===== config.mk =====
export PLATFORM = sky130hd
export DESIGN_NAME = minifloat_cmp
export DESIGN_NICKNAME = d
export VERILOG_FILES = /design/src/rtl/mfcmp_pkg.sv /design/src/rtl/mfcmp_classify.sv /design/src/rtl/mfcmp_ctrl.sv /design/src/rtl/mfcmp_datapath.sv /design/src/rtl/minifloat_cmp.sv
export SDC_FILE = /design/constraint.sdc
export NUM_CORES = 1
export LEC_CHECK = 0
export ABC_AREA = 0
export BUFFER_PORTS_ARGS = -buffer_cell sky130_fd_sc_hd__buf_2
export CAP_MARGIN = 10
export CELL_PAD_IN_SITES_DETAIL_PLACEMENT = 1
export CELL_PAD_IN_SITES_GLOBAL_PLACEMENT = 1
export CORE_MARGIN = 4
export CORE_UTILIZATION = 35
export CTS_CLUSTER_SIZE = 12
export DETAILED_ROUTE_END_ITERATION = 8
export GPL_ROUTABILITY_DRIVEN = 0
export GPL_TIMING_DRIVEN = 0
export PLACE_DENSITY = 0.85
export SLEW_MARGIN = 20
export SYNTH_ARGS = -nofsm -noshare
export SYNTH_HDL_FRONTEND = slang
export SYNTH_HIERARCHICAL = 1
export SYNTH_SLANG_ARGS = --single-unit
export TNS_END_PERCENT = 10

===== constraint.sdc =====
create_clock -name clk -period 0.8 [get_ports clk]
set_input_delay 0.16 -clock clk [delete_from_list [all_inputs] [get_ports clk]]
set_output_delay 0.16 -clock clk [all_outputs]
set_load 0.03 [all_outputs]

===== src/rtl/mfcmp_pkg.sv =====
package mfcmp_pkg;

  // Operand classes
  typedef enum logic [2:0] {
    CLS_ZERO,
    CLS_DENORM,
    CLS_NORMAL,
    CLS_INF,
    CLS_NAN
  } fclass_e;

  // Strobes that the control sends to the datapath
  typedef struct packed {
    logic forceUnord;   // a NaN is present
    logic forceEq;      // both operands are zeros
    logic signSplit;    // signs differ and not both zero
    logic negA;         // sign of the left operand
    logic bothNeg;      // reverse the magnitude order
  } cmpStrobe_t;

  typedef struct packed {
    logic lt;
    logic eq;
    logic gt;
    logic unord;
  } cmpFlags_t;

endpackage


===== src/rtl/mfcmp_classify.sv =====
module mfcmp_classify
  import mfcmp_pkg::*;
#(
  parameter int EXP_W  = 4,
  parameter int FRAC_W = 3
) (
  input  logic [EXP_W+FRAC_W:0] opIn,
  output fclass_e               clsOut,
  output logic                  signOut
);
  localparam int W = EXP_W + FRAC_W + 1;

  logic [EXP_W-1:0]  expField;
  logic [FRAC_W-1:0] fracField;
  logic              expAllOnes;
  logic              expAllZero;
  logic              fracZero;

  assign signOut    = opIn[W-1];
  assign expField   = opIn[W-2:FRAC_W];
  assign fracField  = opIn[FRAC_W-1:0];
  assign expAllOnes = &expField;
  assign expAllZero = ~|expField;
  assign fracZero   = ~|fracField;

  always_comb begin
    if (expAllOnes)      clsOut = fracZero ? CLS_INF : CLS_NAN;
    else if (expAllZero) clsOut = fracZero ? CLS_ZERO : CLS_DENORM;
    else                 clsOut = CLS_NORMAL;
  end
endmodule


===== src/rtl/mfcmp_ctrl.sv =====
module mfcmp_ctrl
  import mfcmp_pkg::*;
(
  input  fclass_e    clsA,
  input  fclass_e    clsB,
  input  logic       signA,
  input  logic       signB,
  output cmpStrobe_t strobe
);
  logic anyNan;
  logic bothZero;

  assign anyNan   = (clsA == CLS_NAN) || (clsB == CLS_NAN);
  assign bothZero = (clsA == CLS_ZERO) && (clsB == CLS_ZERO);

  always_comb begin
    strobe            = '0;
    strobe.forceUnord = anyNan;
    strobe.forceEq    = !anyNan && bothZero;
    strobe.signSplit  = !anyNan && !bothZero && (signA != signB);
    strobe.negA       = signA;
    strobe.bothNeg    = signA && signB;
  end
endmodule


===== src/rtl/mfcmp_datapath.sv =====
module mfcmp_datapath
  import mfcmp_pkg::*;
#(
  parameter int EXP_W  = 4,
  parameter int FRAC_W = 3
) (
  input  logic [EXP_W+FRAC_W:0] aIn,
  input  logic [EXP_W+FRAC_W:0] bIn,
  input  cmpStrobe_t            strobe,
  output cmpFlags_t             flagsOut
);
  localparam int MAG_W = EXP_W + FRAC_W;

  logic [MAG_W-1:0] magA;
  logic [MAG_W-1:0] magB;
  logic             magLt;
  logic             magEq;

  assign magA  = aIn[MAG_W-1:0];
  assign magB  = bIn[MAG_W-1:0];
  assign magLt = magA < magB;
  assign magEq = magA == magB;

  always_comb begin
    flagsOut = '0;
    if (strobe.forceUnord) begin
      flagsOut.unord = 1'b1;
    end else if (strobe.forceEq) begin
      flagsOut.eq = 1'b1;
    end else if (strobe.signSplit) begin
      flagsOut.lt = strobe.negA;
      flagsOut.gt = !strobe.negA;
    end else if (magEq) begin
      flagsOut.eq = 1'b1;
    end else begin
      flagsOut.lt = magLt ^ strobe.bothNeg;
      flagsOut.gt = !(magLt ^ strobe.bothNeg);
    end
  end
endmodule


===== src/rtl/minifloat_cmp.sv =====
module minifloat_cmp
  import mfcmp_pkg::*;
#(
  parameter int EXP_W   = 4,
  parameter int FRAC_W  = 3,
  parameter bit REG_OUT = 1'b1
) (
  input  logic                  clk,
  input  logic                  rstN,
  input  logic [EXP_W+FRAC_W:0] aIn,
  input  logic [EXP_W+FRAC_W:0] bIn,
  output logic                  ltOut,
  output logic                  eqOut,
  output logic                  gtOut,
  output logic                  unordOut
);
  localparam int W = EXP_W + FRAC_W + 1;

  logic [W-1:0] opArr  [2];
  fclass_e      clsArr [2];
  logic         sgnArr [2];
  cmpStrobe_t   strobe;
  cmpFlags_t    flagsComb;
  cmpFlags_t    flagsOut;

  assign opArr[0] = aIn;
  assign opArr[1] = bIn;

  for (genvar i = 0; i < 2; i++) begin : g_cls
    mfcmp_classify #(.EXP_W(EXP_W), .FRAC_W(FRAC_W)) u_cls (
      .opIn   (opArr[i]),
      .clsOut (clsArr[i]),
      .signOut(sgnArr[i])
    );
  end

  mfcmp_ctrl u_ctrl (
    .clsA  (clsArr[0]),
    .clsB  (clsArr[1]),
    .signA (sgnArr[0]),
    .signB (sgnArr[1]),
    .strobe(strobe)
  );

  mfcmp_datapath #(.EXP_W(EXP_W), .FRAC_W(FRAC_W)) u_dp (
    .aIn     (aIn),
    .bIn     (bIn),
    .strobe  (strobe),
    .flagsOut(flagsComb)
  );

  if (REG_OUT) begin : g_reg
    cmpFlags_t flagsQ;
    always_ff @(posedge clk or negedge rstN) begin
      if (!rstN) flagsQ <= '0;
      else       flagsQ <= flagsComb;
    end
    assign flagsOut = flagsQ;

    // the outputs carry the previous cycle's combinational result
    a_r9_reg_follow: assert property (@(posedge clk) disable iff (!rstN)
      1'b1 |=> (flagsOut == $past(flagsComb)));
  end else begin : g_comb
    assign flagsOut = flagsComb;
  end

  assign ltOut    = flagsOut.lt;
  assign eqOut    = flagsOut.eq;
  assign gtOut    = flagsOut.gt;
  assign unordOut = flagsOut.unord;

  // exactly one flag
  a_r7_one_flag: assert property (@(posedge clk) disable iff (!rstN)
    $countones(flagsComb) == 1);

  // a NaN class on either side gives unordered
  a_r2_nan_unord: assert property (@(posedge clk) disable iff (!rstN)
    (clsArr[0] == CLS_NAN || clsArr[1] == CLS_NAN) |-> flagsComb.unord);

  // two zeros are equal
  a_r3_zero_eq: assert property (@(posedge clk) disable iff (!rstN)
    (clsArr[0] == CLS_ZERO && clsArr[1] == CLS_ZERO) |-> flagsComb.eq);

  // with mixed signs the negative operand is the lesser
  a_r4_sign_split: assert property (@(posedge clk) disable iff (!rstN)
    (clsArr[0] != CLS_NAN && clsArr[1] != CLS_NAN && aIn[W-1] != bIn[W-1]
     && !(clsArr[0] == CLS_ZERO && clsArr[1] == CLS_ZERO))
    |-> (aIn[W-1] ? flagsComb.lt : flagsComb.gt));

  // identical non-NaN encodings are equal
  a_r8_same_eq: assert property (@(posedge clk) disable iff (!rstN)
    (aIn == bIn && clsArr[0] != CLS_NAN) |-> flagsComb.eq);
endmodule


==> Word-level counts from Yosys, hierarchy flattened <==
Cells that the tools add are included.
{ "word_totals": {"reg_bits": 4, "latch_bits": 0, "ramBits": 0, "rom_bits": 0, "out_inout_bits": 4, "elab_cells": 47, "memories": 0} }
{ "classes": {"n_addsub": 0, "multipliers": 0, "div": 0, "n_lt_le_gt_ge": 1, "eq_ne": 4, "n_shift": 0, "n_mux": 19, "n_bitwise": 1, "n_reduce_logical": 18} }
{ "op_table": {"columns": ["cell", "n"], "rows": [
  ["3-bit two-way mux", 7],
  ["1-bit two-way mux", 12],
  ["4-bit AND reduction", 2],
  ["4-bit OR reduction", 2],
  ["7-bit equality test", 1],
  ["7-bit < comparator", 1],
  ["3-bit equality test (second input constant)", 2],
  ["3-bit logical NOT", 2],
  ["3-bit OR reduction", 2],
  ["1-bit logical AND", 5],
  ["1-bit logical NOT", 4],
  ["1-bit logical OR", 1],
  ["1-bit != test", 1],
  ["1-bit bitwise XOR", 1]
]} }

==> Logic depth before layout (Yosys ltp) <==
Gate-level depths: netlist (run 1).
{ "depth": {"depth_word": 12, "ltp_mapped": 8} }

==> By module <==
Netlist (run 1), hierarchy kept.
{ "modules_own_cells": {"columns": ["module", "n_inst", "cells_per_inst", "area_each_um2", "seq_area_each_um2"], "rows": [
  ["mfcmp_datapath", 1, 38, 279.0, 0.0],
  ["minifloat_cmp", 1, 4, 100.1, 100.1],
  ["mfcmp_ctrl", 1, 12, 90.1, 0.0],
  ["mfcmp_classify at g_cls[0].u_cls", 1, 7, 57.6, 0.0],
  ["mfcmp_classify at g_cls[1].u_cls", 1, 7, 51.3, 0.0]
]} }

==> Worst setup path before layout (run 1) <==
Ideal clock, no wire load.
{ "synth_timing": {"path_kind": "in2reg", "startpoint": "input aIn[1]", "endpoint": "register g_reg.flagsQ, in the netlist ltOut", "t_arrival_ps": 1760, "required_time_ps": 713, "path_slack_ps": -1047, "cell_stages": 7, "n_path_buf": 0, "path_cell_list": "or3_4 > mux2_1 > nor3b_2 > o32ai_2 > nor4_1 > nand2_1 > o211ai_1"} }
{ "synth_rtl": {"columns": ["element", "line", "rtl"], "rows": [
  ["start, declared", "minifloat_cmp.sv:10", "input logic [EXP_W+FRAC_W:0] aIn,"],
  ["end signal, assigned", "minifloat_cmp.sv:56", "else flagsQ <= flagsComb;"],
  ["end, declared", "minifloat_cmp.sv:53", "cmpFlags_t flagsQ;"]
]} }

==> results of run 1 <==
-- worst max-delay path by stage --
| stage | slack (ps) | cells past startpoint | endpoint |
|---|---|---|---|
| after floorplan | -1040 | 7 | ltOut |
| after global routing | -1100 | 8 | ltOut |
| final | -1010 | 8 | ltOut |
| after detailed placement | -1430 | 8 | ltOut |
| after global placement | -1280 | 8 | ltOut |
| after CTS | -1030 | 8 | ltOut |
-- through the flow --
step | setup slack, ps | utilization
after detailed placement | -1430 | 0.452
after floorplan | -1040 | -
final | -1010 | 0.549
after CTS | -1030 | 0.530
after global placement | -1280 | 0.452
after global routing | -1100 | 0.549
-- power groups by stage --
stage | logic (mW) | clock network, mW | registers [mW]
2_1_floorplan | 0.173 | 0 | 0.267
3_3_place_gp | 0.307 | 0 | 0.227
4_1_cts | 0.398 | 0.255 | 0.230
5_1_grt | 0.454 | 0.275 | 0.233
6_report | 0.413 | 0.243 | 0.230
3_5_place_dp | 0.333 | 0 | 0.228
-- what timing repair did --
item,CTS,global route
setup endpoints to repair,8,8
hold buffers,1,0
gates resized for setup,19,3
pin swaps,9,6
buffers inserted,1,2
hold endpoints to repair,4,0
-- cell type report --
class / instances / area [sq um] / share of cell area
buffer: 5 / 45.0 / 0.0533
clock buffer: 3 / 22.5 / 0.0266
inverter: 8 / 30.0 / 0.0355
multi-input combinational: 51 / 463 / 0.547
sequential: 4 / 100 / 0.118
tap: 16 / 20.0 / 0.0237
timing repair buffer: 23 / 165 / 0.195
-- kinds of logic after synthesis --
kind of cell	count (synthesis)
buf+inv	13
flops	4
mux	2
fa+ha+maj	8
simple gates	26
compound gates	15
-- per-layer routing --
| metal | vias to the layer above | track usage | wire length (um) |
|---|---|---|---|
| met5 | - | 0 | 0 |
| met1 | 279 | 0.117 | 538 |
| met3 | 2 | 0.0123 | 77 |
| met2 | 16 | 0.307 | 999 |
| li1 | 301 | - | - |
| met4 | 0 | 0.0628 | 17 |
-- registers in the layout, summed over array words and instances, names as in the netlist --
register	cells
gtOut	1
unordOut	1
ltOut	1
eqOut	1
-- synth_stat cells, drive strengths merged (2+ instances only) --
cell | count | share of area
buf | 5 | 0.065
nand2 | 2 | 0.013
ha | 8 | 0.17
o211ai | 3 | 0.039
nand3b | 2 | 0.026
nor2 | 6 | 0.039
dfrtp | 4 | 0.17
o21ai | 2 | 0.017
and4 | 2 | 0.030
nor4 | 2 | 0.022
nand3 | 2 | 0.017
inv | 8 | 0.052
nand4 | 2 | 0.022
a21oi | 4 | 0.041
==> flow_summary.toml, run 1 <==
[finish]
fin_cells = 110
syn2layout_area_growth_pct = 46.3
mostFrequentLayoutCells = "13 x buf_2, 8 x buf_6, 8 x inv_1, 8 x ha_1, 6 x buf_4"
fillers = 190
final_cell_area_sq_um = 846
fin_nets = 122
drive_above_1_share = 0.479
num_antenna_cells = 0
mostFrequentLayoutCell = "buf_2"

[timing]
relSlewSlack = 0.763
max_freq_ghz = 0.553
finalCritPeriodShare = 2.26
rsz0062_at_grt = "true"
finalCriticalPeriod_ps = 1810
hold_violations = 0
whs_ps = 276
setup_viol_count_final = 8
tightestPinTransition_ps = 352
setup_ws_ps = -1010
drv_slew = 0
finalSetupTns_ps = -3820

[power]
power_density_mw_per_mm2 = 1050
finalPower_mw = 0.886
p_leak_nw = 0.416
vdd_drop_max_mv = 0.394
p_comb_frac = 0.466
switching_power_mw = 0.296
swShare = 0.334
clockPowerShare = 0.274
p_seq_frac = 0.260
p_int_mw = 0.590

[cts]
clockBufferDepth = 2
numCtsBuffers = 3
clk_pin_slew_ps = 40
tritoncts = "built"
clockRootBuffer = "clkbuf_4"
htree_num_levels = 1
cts_num_sinks = 4

[grt]
grt_max_degree = 6
grt_pass1_vias = 689
antenna_found_initial = 0
grt_overflow = 0
grt_pass1_wl_um = 2680
grt_usage = 0.140

[flow_run]
cap_violations = 0

[logic_synthesis]
muxShareOfSynthArea = 0.0368
synth_edf_count = 0
synth_simple_gate_area_frac = 0.284
syn_area_sq_um = 578
synth_top_family_by_area = "simple AND/OR/NAND/NOR gates"
yosysSeqAreaShare = 0.173
synth_warnings = 6
syn_inst = 68
synth-seq-cells = 4
synth_nets = 94
async_flop_share = 1.00
synth.distinct_cells = 31
synthXorXnorAreaFrac = 0
synth_area_per_cell_sq_um = 8.50
synth_compound_area_frac = 0.216
synth_fa_ha_area_frac = 0.173
synthFlopType = "dfrtp_1"

[critical_path]
path_buf_inv = 1
worst_path_max_delay_cell = "or3_4"
critical_path_arrival_ps = 1950
end_kind = "flip-flop"
required_ps = 940
crit_chain = "buf_6, or3_4, mux2_4, nor3b_4, o32ai_4, nor4_4, nand2_1, o211ai_1"
crit_fanout = 3
cp-start-kind = "primary input"
crit_type = "in -> reg"
critPathMaxStageDelay_ps = 390
worst_path_dominant_cell_family = "simple AND/OR/NAND/NOR gates"
crit_start = "aIn[0]"

[floorplan]
initial_core_util = 0.375
num_rows = 14
pin_count = 22
die_h_um = 48.6
core_area_sq_mm = 0.00154
fp.dieArea_sq_mm = 0.00237
die_x_um = 48.6

[placement]
dpl.cell_count = 103
port_buffers = 19
dp_hpwl_um = 1420
place_area_sq_um = 697

[detailed_routing]
drt_pass1_iterations = 1
routedWlPerCell_um = 14.8
drt_iter0_markers = 0
antenna_left = 0
drc = 0
vias = 598
via_per_inst = 5.44
wirelength_um = 1630

[run_status]
outcome = "finished, violations left"
violations = "setup timing"

[worst_hold_path]
hold_class = "in -> async"
(Power assumes the default switching activity.)
==> inputs of run 2 (changes only) <==
--- a/config.mk
+++ b/config.mk
@@ -7,16 +7,16 @@
 export LEC_CHECK = 0
 export ABC_AREA = 0
 export BUFFER_PORTS_ARGS = -buffer_cell sky130_fd_sc_hd__buf_2
-export CAP_MARGIN = 10
+export CAP_MARGIN = 20
 export CELL_PAD_IN_SITES_DETAIL_PLACEMENT = 1
 export CELL_PAD_IN_SITES_GLOBAL_PLACEMENT = 1
 export CORE_MARGIN = 4
-export CORE_UTILIZATION = 35
+export CORE_UTILIZATION = 36
 export CTS_CLUSTER_SIZE = 12
 export DETAILED_ROUTE_END_ITERATION = 8
 export GPL_ROUTABILITY_DRIVEN = 0
 export GPL_TIMING_DRIVEN = 0
-export PLACE_DENSITY = 0.85
+export PLACE_DENSITY = 0.87
 export SLEW_MARGIN = 20
 export SYNTH_ARGS = -nofsm -noshare
 export SYNTH_HDL_FRONTEND = slang
==> constraint.sdc (replaced) <==
create_clock -name clk -period 0.8 [get_ports clk]
set_input_delay 0.08 -clock clk [delete_from_list [all_inputs] [get_ports clk]]
set_output_delay 0.08 -clock clk [all_outputs]
set_load 0.03 [all_outputs]
==> flow_summary.toml, run 2 (synthesized netlist as in run 1, its figures left out) <==
[detailed_routing]
routedWlPerCell_um = 14.2
antenna_left = 0
drt_pass1_iterations = 2
drc = 0
drt_iter0_markers = 7
via_per_inst = 5.26
vias = 584
wirelength_um = 1580

[critical_path]
crit_type = "in -> reg"
cp-start-kind = "primary input"
crit_start = "bIn[5]"
end_kind = "flip-flop"
cp-endpoint = "ltOut"
crit_fanout = 3
critical_path_arrival_ps = 1790
required_ps = 940

[timing]
finalCritPeriodShare = 2.06
setup_ws_ps = -846
finalCriticalPeriod_ps = 1650
hold_violations = 0
drv_slew = 0
relSlewSlack = 0.781
setup_viol_count_final = 8
tightestPinTransition_ps = 326
whs_ps = 183
max_freq_ghz = 0.607
finalSetupTns_ps = -3170
rsz0062_at_grt = "true"

[floorplan]
die_h_um = 48.1
initial_core_util = 0.384
core_area_sq_mm = 0.00151
pin_count = 22
fp.dieArea_sq_mm = 0.00231
die_x_um = 48.1
num_rows = 14

[finish]
mostFrequentLayoutCell = "buf_2"
mostFrequentLayoutCells = "12 x buf_2, 8 x buf_4, 8 x buf_6, 8 x inv_1, 8 x ha_1"
num_antenna_cells = 0
drive_above_1_share = 0.505
syn2layout_area_growth_pct = 49.8
fin_nets = 123
finalCoreUtilization = 0.575

[grt]
grt_usage = 0.149
grt_max_degree = 6
grt_pass1_vias = 645
grt_pass1_wl_um = 2460
antenna_found_initial = 0
grt_overflow = 0

[cts]
cts_num_sinks = 4
htree_num_levels = 1
clockRootBuffer = "clkbuf_4"
tritoncts = "built"
numCtsBuffers = 3
clockBufferDepth = 2
clk_pin_slew_ps = 30

[power]
power_density_mw_per_mm2 = 1020
p_leak_nw = 0.423
vdd_drop_max_mv = 0.463

[run_status]
violations = "setup timing"
outcome = "finished, violations left"

[placement]
port_buffers = 19
dp_hpwl_um = 1240

[worst_hold_path]
hold_class = "in -> async"

[flow_run]
cap_violations = 0
run 2: layout make-up:
cell class              instances  area [sq um]
multi-input cells              51           473
flip-flops and latches          4           100
inverters                       8          30.0
clock buffers                   3          22.5
plain buffers                   4          30.0
well taps                      16          20.0
fillers                       174           641
repair buffers                 25           190
run 2: how the worst min path moves through the flow:
stage | from | end | slack [ps] | depth (start not counted)
CTS | rstN | unordOut | 170 | 2
floorplan | rstN | eqOut | -220 | 0
global placement | rstN | eqOut | -120 | 1
global route | rstN | unordOut | 180 | 2
finish | rstN | unordOut | 180 | 2
detailed placement | rstN | gtOut | -110 | 1
run 2: through the flow:
| stage | total power [mW] | cells | setup WS, ps | cell area, sq um |
|---|---|---|---|---|
| 4_1_cts | 0.874 | 109 | -896 | 808 |
| 5_1_grt | 0.972 | 111 | -921 | 866 |
| 3_3_place_gp | 0.535 | 103 | -1200 | 697 |
| 6_report | 0.886 | 111 | -846 | 866 |
| 3_5_place_dp | 0.551 | 103 | -1290 | 697 |
| 2_1_floorplan | 0.441 | 68 | -956 | 582 |
run 2: critical path, stage by stage:
cell and delay (ps):
buf_6 90, or4_4 530, mux2i_2 180, nor2_1 80, a21o_1 250, nor4_4 310
nand2_1 90, o211ai_1 170
run 2: power by group:
group	internal [mW]	leakage, nW	switching (mW)	total [mW]
clock	0.167	0.0138	0.0700	0.237
combinational	0.207	0.357	0.211	0.418
sequential	0.222	0.0519	0.00849	0.231
run 2: layer usage:
metal | share of wire | global-route usage | up-vias | wire [um]
li1 | - | - | 303 | -
met1 | 0.40 | 0.157 | 267 | 633
met2 | 0.55 | 0.293 | 14 | 873
met3 | 0.045 | 0.00376 | 0 | 71
met4 | 0 | 0.0753 | 0 | 0
met5 | 0 | 0 | - | 0
run 2: repair_timing:
action / in CTS / in global routing
setup endpoints to repair: 8 / 8
gates resized for setup: 14 / 10
setup buffers: 3 / 2
hold buffers: 1 / 0
endpoints found under the hold margin: 4 / 0
pin swaps: 8 / 7
